`config.mk`:
```
export PLATFORM = sky130hd
export DESIGN_NAME = irq_entry_seq
export DESIGN_NICKNAME = d
export VERILOG_FILES = /design/src/rtl/irq_entry_pkg.sv /design/src/rtl/irq_capture_filter.sv /design/src/rtl/irq_vector_calc.sv /design/src/rtl/irq_shadow_bank.sv /design/src/rtl/irq_entry_seq.sv
export SDC_FILE = /design/constraint.sdc
export NUM_CORES = 1
export LEC_CHECK = 0
export ABC_AREA = 1
export BUFFER_PORTS_ARGS = -buffer_cell sky130_fd_sc_hd__buf_2
export CORE_AREA = 2 2 446 448
export DETAILED_ROUTE_END_ITERATION = 10
export DIE_AREA = 0 0 448 450
export SYNTH_ARGS = -nofsm -noshare
export SYNTH_HDL_FRONTEND = slang
export SYNTH_HIERARCHICAL = 1
export SYNTH_SLANG_ARGS = --single-unit
export TNS_END_PERCENT = 100
```
`constraint.sdc`:
```
create_clock -name clk -period 5.05 [get_ports clk]
set_input_delay 1.01 -clock clk [delete_from_list [all_inputs] [get_ports clk]]
set_output_delay 1.01 -clock clk [all_outputs]
set_load 0.01 [all_outputs]
```
`src/rtl/irq_entry_pkg.sv`:
```
package irq_entry_pkg;

    localparam int SHADOW_N     = 7;
    localparam int SHADOW_IDX_W = 3;
    localparam int GR_ADDR_W    = 5;

    typedef enum logic [2:0] {
        ST_IDLE,
        ST_SAVE,
        ST_XLAT,
        ST_MEM_REQ,
        ST_MEM_WAIT,
        ST_SHADOW,
        ST_VECTOR
    } seq_state_e;

    // Shadow slot k copies general register 1 for k=0, otherwise 8*((k+1)/2) + ((k+1)%2)
    function automatic logic [GR_ADDR_W-1:0] shadow_gr(input logic [SHADOW_IDX_W-1:0] idx);
        logic [3:0] k1;
        k1 = {1'b0, idx} + 4'd1;
        if (idx == '0) begin
            return 5'd1;
        end
        return {k1[2:1], 3'b000} | {4'b0000, k1[0]};
    endfunction

endpackage

```
`src/rtl/irq_capture_filter.sv`:
```
module irq_capture_filter #(
    parameter int CODE_W = 6,
    parameter logic [(2**CODE_W)-1:0] CAPTURE_MASK = '0
) (
    input  logic [CODE_W-1:0] code_i,
    output logic              capture_o
);

    assign capture_o = CAPTURE_MASK[code_i];

endmodule

```
`src/rtl/irq_vector_calc.sv`:
```
module irq_vector_calc #(
    parameter int          WORD_W    = 32,
    parameter int          CODE_W    = 6,
    parameter int          HPMC_CODE = 1,
    parameter int          W_BIT     = 28,
    parameter int          M_BIT     = 4,
    parameter logic        WIDE_MODE = 1'b1
) (
    input  logic [CODE_W-1:0] code_i,
    input  logic [WORD_W-1:0] iva_i,
    output logic [WORD_W-1:0] new_psw_o,
    output logic [WORD_W-1:0] vec_front_o,
    output logic [WORD_W-1:0] vec_back_o
);

    localparam int SLOT_SHIFT = 5;

    always_comb begin
        new_psw_o        = '0;
        new_psw_o[W_BIT] = WIDE_MODE;
        if (code_i == CODE_W'(HPMC_CODE)) begin
            new_psw_o[M_BIT] = 1'b1;
        end
    end

    assign vec_front_o = iva_i + (WORD_W'(code_i) << SLOT_SHIFT);
    assign vec_back_o  = vec_front_o + WORD_W'(4);

endmodule

```
`src/rtl/irq_shadow_bank.sv`:
```
module irq_shadow_bank
    import irq_entry_pkg::*;
#(
    parameter int WORD_W = 32
) (
    input  logic                       clk,
    input  logic                       rst_n,
    input  logic                       wr_en_i,
    input  logic [SHADOW_IDX_W-1:0]    wr_idx_i,
    input  logic [WORD_W-1:0]          wr_data_i,
    output logic [SHADOW_N*WORD_W-1:0] shadow_o
);

    logic [WORD_W-1:0] slot_q [SHADOW_N];

    for (genvar g = 0; g < SHADOW_N; g++) begin : g_slot
        always_ff @(posedge clk or negedge rst_n) begin
            if (!rst_n) begin
                slot_q[g] <= '0;
            end else if (wr_en_i && (wr_idx_i == SHADOW_IDX_W'(g))) begin
                slot_q[g] <= wr_data_i;
            end
        end
        assign shadow_o[g*WORD_W +: WORD_W] = slot_q[g];
    end

    AST_SHADOW_IDX_RANGE: assert property (@(posedge clk) disable iff (!rst_n)
        wr_en_i |-> (wr_idx_i < SHADOW_IDX_W'(SHADOW_N)));

endmodule

```
`src/rtl/irq_entry_seq.sv`:
```
module irq_entry_seq
    import irq_entry_pkg::*;
#(
    parameter int   WORD_W    = 32,
    parameter int   SPACE_W   = 64,
    parameter int   CODE_W    = 6,
    parameter int   HPMC_CODE = 1,
    parameter int   PSW_W_BIT = 28,
    parameter int   PSW_M_BIT = 4,
    parameter int   PSW_Q_BIT = 3,
    parameter int   PSW_C_BIT = 18,
    parameter logic WIDE_MODE = 1'b1,
    parameter logic [(2**CODE_W)-1:0] CAPTURE_MASK = 64'h0000_0000_1C7F_F000
) (
    input  logic                       clk,
    input  logic                       rst_n,
    input  logic                       start_i,
    input  logic [CODE_W-1:0]          code_i,
    input  logic [WORD_W-1:0]          psw_i,
    input  logic [SPACE_W-1:0]         iasq_f_i,
    input  logic [SPACE_W-1:0]         iasq_b_i,
    input  logic [WORD_W-1:0]          iaoq_f_i,
    input  logic [WORD_W-1:0]          iaoq_b_i,
    input  logic [WORD_W-1:0]          iva_i,
    output logic [GR_ADDR_W-1:0]       gr_raddr_o,
    input  logic [WORD_W-1:0]          gr_rdata_i,
    output logic                       xlat_req_o,
    output logic [SPACE_W-1:0]         xlat_space_o,
    output logic [WORD_W-1:0]          xlat_vaddr_o,
    input  logic                       xlat_rsp_valid_i,
    input  logic                       xlat_ok_i,
    input  logic [WORD_W-1:0]          xlat_paddr_i,
    output logic                       mem_req_valid_o,
    input  logic                       mem_req_ready_i,
    output logic [WORD_W-1:0]          mem_addr_o,
    input  logic                       mem_rsp_valid_i,
    input  logic [WORD_W-1:0]          mem_rsp_data_i,
    output logic                       busy_o,
    output logic                       done_o,
    output logic [WORD_W-1:0]          ipsw_o,
    output logic [WORD_W-1:0]          new_psw_o,
    output logic [SPACE_W/2-1:0]       iiasq_o,
    output logic [SPACE_W/2-1:0]       iiasq_back_o,
    output logic [WORD_W-1:0]          iiaoq_o,
    output logic [WORD_W-1:0]          iiaoq_back_o,
    output logic [WORD_W-1:0]          iir_o,
    output logic [SHADOW_N*WORD_W-1:0] shadow_o,
    output logic [WORD_W-1:0]          iaoq_f_o,
    output logic [WORD_W-1:0]          iaoq_b_o,
    output logic [SPACE_W-1:0]         iasq_f_o,
    output logic [SPACE_W-1:0]         iasq_b_o
);

    localparam int SPACE_HI_W = SPACE_W / 2;
    localparam logic [SHADOW_IDX_W-1:0] LAST_IDX = SHADOW_IDX_W'(SHADOW_N - 1);

    seq_state_e state_q, state_d;

    // snapshot taken on an accepted start
    logic [CODE_W-1:0]     code_q;
    logic [WORD_W-1:0]     psw_q;
    logic [SPACE_W-1:0]    iasq_f_q;
    logic [SPACE_HI_W-1:0] iasq_b_hi_q;
    logic [WORD_W-1:0]     iaoq_f_q;
    logic [WORD_W-1:0]     iaoq_b_q;
    logic [WORD_W-1:0]     iva_q;

    logic [WORD_W-1:0]       addr_q;
    logic [SHADOW_IDX_W-1:0] sh_idx_q;
    logic                    unused_space_lo;

    logic              capture;
    logic [WORD_W-1:0] calc_psw;
    logic [WORD_W-1:0] calc_front;
    logic [WORD_W-1:0] calc_back;
    logic              old_q;
    logic              old_c;

    assign unused_space_lo = ^iasq_b_i[SPACE_HI_W-1:0];
    assign old_q = psw_q[PSW_Q_BIT];
    assign old_c = psw_q[PSW_C_BIT];

    irq_capture_filter #(
        .CODE_W       (CODE_W),
        .CAPTURE_MASK (CAPTURE_MASK)
    ) u_filter (
        .code_i    (code_q),
        .capture_o (capture)
    );

    irq_vector_calc #(
        .WORD_W    (WORD_W),
        .CODE_W    (CODE_W),
        .HPMC_CODE (HPMC_CODE),
        .W_BIT     (PSW_W_BIT),
        .M_BIT     (PSW_M_BIT),
        .WIDE_MODE (WIDE_MODE)
    ) u_vector (
        .code_i      (code_q),
        .iva_i       (iva_q),
        .new_psw_o   (calc_psw),
        .vec_front_o (calc_front),
        .vec_back_o  (calc_back)
    );

    irq_shadow_bank #(
        .WORD_W (WORD_W)
    ) u_shadow (
        .clk       (clk),
        .rst_n     (rst_n),
        .wr_en_i   (state_q == ST_SHADOW),
        .wr_idx_i  (sh_idx_q),
        .wr_data_i (gr_rdata_i),
        .shadow_o  (shadow_o)
    );

    // next-state logic
    always_comb begin
        state_d = state_q;
        unique case (state_q)
            ST_IDLE: begin
                if (start_i) state_d = ST_SAVE;
            end
            ST_SAVE: begin
                if (!old_q)          state_d = ST_VECTOR;
                else if (!capture)   state_d = ST_SHADOW;
                else if (old_c)      state_d = ST_XLAT;
                else                 state_d = ST_MEM_REQ;
            end
            ST_XLAT: begin
                if (xlat_rsp_valid_i) state_d = xlat_ok_i ? ST_MEM_REQ : ST_SHADOW;
            end
            ST_MEM_REQ: begin
                if (mem_req_ready_i) state_d = ST_MEM_WAIT;
            end
            ST_MEM_WAIT: begin
                if (mem_rsp_valid_i) state_d = ST_SHADOW;
            end
            ST_SHADOW: begin
                if (sh_idx_q == LAST_IDX) state_d = ST_VECTOR;
            end
            ST_VECTOR: begin
                state_d = ST_IDLE;
            end
            default: state_d = ST_IDLE;
        endcase
    end

    // state register
    always_ff @(posedge clk or negedge rst_n) begin
        if (!rst_n) state_q <= ST_IDLE;
        else        state_q <= state_d;
    end

    // registered outputs and datapath
    always_ff @(posedge clk or negedge rst_n) begin
        if (!rst_n) begin
            code_q       <= '0;
            psw_q        <= '0;
            iasq_f_q     <= '0;
            iasq_b_hi_q  <= '0;
            iaoq_f_q     <= '0;
            iaoq_b_q     <= '0;
            iva_q        <= '0;
            addr_q       <= '0;
            sh_idx_q     <= '0;
            done_o       <= 1'b0;
            ipsw_o       <= '0;
            new_psw_o    <= '0;
            iiasq_o      <= '0;
            iiasq_back_o <= '0;
            iiaoq_o      <= '0;
            iiaoq_back_o <= '0;
            iir_o        <= '0;
            iaoq_f_o     <= '0;
            iaoq_b_o     <= '0;
        end else begin
            done_o <= 1'b0;
            unique case (state_q)
                ST_IDLE: begin
                    if (start_i) begin
                        code_q      <= code_i;
                        psw_q       <= psw_i;
                        iasq_f_q    <= iasq_f_i;
                        iasq_b_hi_q <= iasq_b_i[SPACE_W-1 -: SPACE_HI_W];
                        iaoq_f_q    <= iaoq_f_i;
                        iaoq_b_q    <= iaoq_b_i;
                        iva_q       <= iva_i;
                        sh_idx_q    <= '0;
                    end
                end
                ST_SAVE: begin
                    ipsw_o       <= psw_q;
                    new_psw_o    <= calc_psw;
                    iiasq_o      <= iasq_f_q[SPACE_W-1 -: SPACE_HI_W];
                    iiasq_back_o <= iasq_b_hi_q;
                    iiaoq_o      <= iaoq_f_q;
                    iiaoq_back_o <= iaoq_b_q;
                    addr_q       <= {iaoq_f_q[WORD_W-1:2], 2'b00};
                end
                ST_XLAT: begin
                    if (xlat_rsp_valid_i) begin
                        if (xlat_ok_i) addr_q <= xlat_paddr_i;
                        else           iir_o  <= '0;
                    end
                end
                ST_MEM_REQ: begin
                end
                ST_MEM_WAIT: begin
                    if (mem_rsp_valid_i) iir_o <= mem_rsp_data_i;
                end
                ST_SHADOW: begin
                    sh_idx_q <= sh_idx_q + 1'b1;
                end
                ST_VECTOR: begin
                    iaoq_f_o <= calc_front;
                    iaoq_b_o <= calc_back;
                    done_o   <= 1'b1;
                end
                default: begin
                end
            endcase
        end
    end

    assign busy_o          = (state_q != ST_IDLE);
    assign gr_raddr_o      = shadow_gr(sh_idx_q);
    assign xlat_req_o      = (state_q == ST_XLAT);
    assign xlat_space_o    = iasq_f_q;
    assign xlat_vaddr_o    = addr_q;
    assign mem_req_valid_o = (state_q == ST_MEM_REQ);
    assign mem_addr_o      = addr_q;
    assign iasq_f_o        = '0;
    assign iasq_b_o        = '0;

    AST_DONE_PULSE: assert property (@(posedge clk) disable iff (!rst_n)
        done_o |=> !done_o);
    AST_BUSY_START_IGNORED: assert property (@(posedge clk) disable iff (!rst_n)
        (busy_o && start_i) |=> ($stable(code_q) && $stable(psw_q)));
    AST_MEM_REQ_HOLD: assert property (@(posedge clk) disable iff (!rst_n)
        (mem_req_valid_o && !mem_req_ready_i) |=> (mem_req_valid_o && $stable(mem_addr_o)));
    AST_XLAT_REQ_HOLD: assert property (@(posedge clk) disable iff (!rst_n)
        (xlat_req_o && !xlat_rsp_valid_i) |=> xlat_req_o);
    AST_MEM_ONLY_CAPTURE: assert property (@(posedge clk) disable iff (!rst_n)
        mem_req_valid_o |-> (old_q && capture));
    AST_XLAT_ONLY_C: assert property (@(posedge clk) disable iff (!rst_n)
        xlat_req_o |-> (old_c && old_q && capture));
    AST_SHADOW_NEEDS_Q: assert property (@(posedge clk) disable iff (!rst_n)
        (state_q == ST_SHADOW) |-> old_q);
    AST_DONE_BACK_OFFSET: assert property (@(posedge clk) disable iff (!rst_n)
        done_o |-> (iaoq_b_o == iaoq_f_o + WORD_W'(4)));

endmodule

```
; ---- Word-level counts from Yosys, hierarchy flattened
; Memory sizes are Yosys's and may differ from the RTL's.
; Index checks and enable logic that the tools add are counted.
[totals]
regBits = 751
latchBits = 0
memories = 1
input_bits = 365
out_inout_bits = 777
wordCells = 97
mem_bits_ro = 64
ramBits = 0
[mem_list]
columns = memory, depth, width, rd, rd_ports_with_merged_regs, wr, line_no
row1 = (no name shown), 64, 1, 1, 0, 0, irq_capture_filter.sv:9  ; assign capture_o = CAPTURE_MASK[code_i];
[op_classes]
n_lt_le_gt_ge = 1
n_reduce_logical = 18
addsub = 4
n_mux = 25
n_bitwise = 1
shifts = 0
mul = 0
div = 0
n_eq_ne = 20
[ops]
columns = cell, n
row1 = $mux W32, 5
row2 = $pmux W32 S2, 2
row3 = $add A32 B11 Y32, 1
row4 = $add A32 B3 Y32 const B, 1
row5 = $mux W3, 9
row6 = $eq A3 B3 Y1 const B, 6
row7 = $pmux W3 S6, 1
row8 = $eq A3 B2 Y1 const B, 4
row9 = $mux W5, 2
row10 = $ne A2 B2 Y1 const B, 4
row11 = $logic_and A1 B1 Y1, 7
row12 = $lt A6 B7 Y1 const B, 1
row13 = $add A3 B1 Y3 const B, 2
row14 = $eq A3 B1 Y1 const B, 2
row15 = $eq A6 B1 Y1 const B, 1
row16 = $logic_not A3 Y1, 2
row17 = $ne A2 B1 Y1 const B, 3
row18 = $pmux W3 S2, 1
row19 = $reduce_bool A2 Y1, 3
row20 = $mux W1, 5
row21 = $or A5 B1 Y5, 1
row22 = $reduce_and A5 Y1, 1
row23 = $reduce_and A2 Y1, 2
row24 = $reduce_and A4 Y1, 1
row25 = other kinds (2), 2

; ---- Longest topological paths before layout
[logic_depth]
word_depth = 5
mapped_depth = 19
ltp_nobuf = 18

; ---- By module
; Netlist, hierarchy kept.
[modules_own_cells]
columns = module, instances, area_each_um2, seq_area_each_um2, cells_each
row1 = irq_entry_seq, 1, 22975.8, 13938.4, 2636
row2 = irq_shadow_bank, 1, 8632.0, 5605.4, 977
row3 = irq_vector_calc, 1, 2740.1, 0.0, 525
row4 = irq_capture_filter, 1, 63.8, 0.0, 14

; ---- Worst setup path after synthesis
; Ideal clock, no wire load.
[synth_path]
kind = register to register
from = reg code_q[0]
to = reg iaoq_b_o[23]
synth_period_minus_slack_ns = 2.559
setup_slack_ns = 2.491
arrival_ns = 2.443
path_stages_with_launch = 18
required_time_ns = 4.934
path_buffers = 0
setup_ns = 0.116
cell_sequence = dfrtp_1 > ha_1 > fa_1 > nand2_1 > nor2_2 > nand2_1 > nor2_1 > nand3_1 > nor2_4 > nand3_2 > inv_1 > nand2_1 > nor2_4 > nand2_1 > nand2_1 > nand2_1 > nand2_1 > nand2_1
[synth_via]
elab_chain_cells = 2
[synth_lines]
columns = element, line_no
row1 = "start, declared", irq_entry_seq.sv:60  ; logic [CODE_W-1:0] code_q;
row2 = "start signal, assigned", irq_entry_seq.sv:182  ; code_q <= code_i;
row3 = $add A32 B11 Y32, irq_vector_calc.sv:26  ; assign vec_front_o = iva_i + (WORD_W'(code_i) << SLOT_SHIFT);
row4 = via calc_front[6], irq_entry_seq.sv:74  ; logic [WORD_W-1:0] calc_front;
row5 = $add A32 B3 Y32, irq_vector_calc.sv:27  ; assign vec_back_o = vec_front_o + WORD_W'(4);
row6 = via calc_back[23], irq_entry_seq.sv:75  ; logic [WORD_W-1:0] calc_back;
row7 = "end signal, assigned", irq_entry_seq.sv:217  ; iaoq_b_o <= calc_back;
row8 = "end, declared", irq_entry_seq.sv:49  ; output logic [WORD_W-1:0] iaoq_b_o,
; The timed path passes the listed nets, and every way through them passes these cells.
; A chain may end at the register's enable or synchronous reset.

; ---- Worst setup path in the final report
[layout_path]
from = reg state_q[1]
to = out mem_req_valid_o
[layout_via]
elab_chain_cells = 1
[layout_lines]
columns = element, line_no
row1 = "start, declared", irq_entry_seq.sv:57  ; seq_state_e state_q, state_d;
row2 = "start signal, assigned", irq_entry_seq.sv:152  ; else state_q <= state_d;
row3 = $eq A3 B2 Y1, irq_entry_seq.sv:231  ; assign mem_req_valid_o = (state_q == ST_MEM_REQ);
row4 = "end, declared", irq_entry_seq.sv:33  ; output logic mem_req_valid_o,
; Every way passes these cells.

==> impl_results.md <==
- WL/cell: 20.5 µm
- Top area cells in the synthesized netlist: dfrtp_1, nand2_1, buf_4, inv_1, o21ai_0
- PwrDens: 673 nW/µm²
- Critical R2R Launch: state_q[1]
- Syn Area/Cell: about 8.3 µm²
- Post-synth EDFFs: 0
- Initial antenna violation count: just over 70
- GRT Total Usage: 0.154
- Final HPWL DP: between 100000 and 150000 µm
- Fin crit share: 0.646
- Final GP Congestion: 0.889
- Sw Share: 0.437
- Cell-internal power: approximately 0.017 W
- CTS tree: built
- Hold/Removal Path Class: in -> async
- Crit path kind: reg -> out
- Post-DRT Antenna Nets: 0
- Rel. slew slack: 0.154
- Initial core utilization: 0.175
- Core Rows: 163
- Vias/cell: 3.91
- Vias in the first global route: between 20000 and 30000
- Final wirelength: ~160000 µm
- Place WS: 1530 ps
- Flops & latches, synth: between 700 and 800
- First-pass detailed-route iteration total: 6
- WP data arrival: ~2300 ps
- Chip height: approximately 450 µm
- Seq pwr share: 0.371
- R2r setup slk: approximately 1800 ps
- Setup tns final: 0 ps
- Largest net degree at the start of global routing: 142
- LEAKAGE: between 20 and 25 nW
- CTS Hold Bufs: 0
- Switching pwr: around 0.013 W
- Max-cap violations: 0
- Comb pwr share: 0.396
- Cell variety after synth: 41
- NumNets Final: about 5400
- I/O pin count: 1142
- IO buf count: around 1000
- Clk_skew: about 35 ps
- R2R Path End: mem_addr_o[0]
- Crit. End Element: primary output
- Synth warn: 6
- Final Hold Viols: 0
- CP Launch Type: flop
- Post-CTS Setup Bufs: 0
- H-Tree Depth: 3
- Final min period: between 3000 and 4000 ps
- Root Driver: clkbuf_16
- Total grt overflow: 0
- Largest register FFs: ~220
- Most frequent cells in the layout: nand2_1, buf_2, dfrtp_1
- First-pass GRT wire length: between 200000 and 250000 µm
- Unrepaired setup endpoints after global routing: false
- Sequential area share after synthesis: 0.568
- Layout cell share with drive strength beyond 1: 0.249
- DR iter-0 viols: approximately 2500
- Clock transition at the registers of the reported paths: approximately 60 ps
- R2r worst-path depth: 5
- Num Clock Sinks: 781
- Syn Inst Count: ~4200
- Cell Area, Synth: approximately 34000 µm²
- Final setup violation count: 0
- Final setup margin: around 1800 ps
- Worst skew pair latency: just over 700 ps
- Post_cts resized: 0
- Predominant post-synthesis flop cell: dfrtp_1
- Outcome: finished, final reports clean
- Leading cell type in the layout, fill and taps excluded: nand2_1
- Core ar.: roughly 200000 µm²
- Die ar.: between 200000 and 250000 µm²
- Top-area cell type share of the netlist area: 0.568
- Chip Width: around 450 µm
- Area leader, netlist: dfrtp_1
- CTS buffer count: between 90 and 100
- Area growth, synth to finish: 29.7%
- Actual slew at the worst max-slew pin: between 1000 and 1500 ps
- DRC viols: 0
- Peak supply drop: ~0.32 mV
- CP max FO: 9
- Worst Path Required: between 4000 and 5000 ps
- Fmax: 0.306 GHz
- Post-synth ARST share: 1.00
- Clk pwr share: 0.233
- Vias: 30500
- Bufs on Longest Clock Path: 3
- Max Slew Vio Count: 0
worst max path at each step:
stage,start,endpoint,slack (ps),cells past startpoint
CTS,state_q[1],mem_req_valid_o,1640,3
floorplan,code_q[0],iaoq_b_o[23],2490,17
detailed placement,xlat_ok_i,mem_addr_o[0],1530,5
global route,state_q[1],mem_addr_o[0],1460,5
finish,state_q[1],mem_req_valid_o,1790,3
global placement,xlat_ok_i,mem_addr_o[1],1560,5
metal layers:
| metal | GRT usage | vias up | wire (µm) |
|---|---|---|---|
| met5 | 0 | - | 305 |
| met1 | 0.187 | 14800 | 64100 |
| met2 | 0.247 | 1195 | 74300 |
| met3 | 0.0560 | 294 | 14900 |
| met4 | 0.0592 | 48 | 6350 |
| li1 | - | 14200 | - |
logic make-up (layout without fill, tap and decap cells):
group           count (synthesis)  after routing  synth area share
xor+xnor                       15             15           0.00382
buf+inv                       719           1528             0.105
other cells                     3            197          0.000327
flops                         781            781             0.568
compound gates                287            287            0.0426
fa+ha+maj                      11             11           0.00422
simple gates                 2336           2336             0.276
metrics by stage:
step | power [W] | util | cell area [µm²] | cells | hold WS, ps
after floorplan | 0.0173 | - | 35000 | 4310 | 442
after global placement | 0.0231 | 0.210 | 41400 | 7588 | 450
after detailed placement | 0.0234 | 0.210 | 41400 | 7588 | 452
after CTS | 0.0306 | 0.227 | 44600 | 7759 | 318
after global routing | 0.0323 | 0.227 | 44600 | 7776 | 338
final | 0.0300 | 0.227 | 44600 | 7795 | 349
power groups by stage:
stage	Combinational, W	Clock [W]	Sequential (W)
6_report	0.0119	0.00699	0.0112
5_1_grt	0.0133	0.00747	0.0115
4_1_cts	0.0122	0.00722	0.0112
3_5_place_dp	0.0121	0	0.0112
3_3_place_gp	0.0120	0	0.0112
2_1_floorplan	0.00558	0	0.0117
critical path, stage by stage (launching register included):
cell and delay (ps):
dfrtp_1 650, nand2_1 100, nor2_1 540, buf_2 260
area by class of cell:
class / count / area, µm²
Timing Repair Buffer: 1025 / 5370
Clock buffer: 136 / 2750
Multi-Input combinational cell: 2810 / 11900
Sequential cell: 781 / 19500
Inverter: 332 / 1250
Tap cell: 2640 / 3300
Clock inverter: 35 / 424
Fill cell: 21800 / 152000
Antenna cell: 36 / 90.1
Yosys cell counts, types with 5 or more instances:
cell	count
nand2_1	1905
dfrtp_1	781
inv_1	315
o21ai_0	236
nand3_1	225
buf_4	205
buf_2	107
nor2_1	99
clkbuf_1	70
a21oi_1	40
nand2_2	26
nand4_1	17
inv_2	14
nor2_2	14
nor2_4	14
nand3_2	12
xor2_1	12
ha_1	10
nand3b_1	7
nand2_4	5
Power figures use the tool's default switching activity.
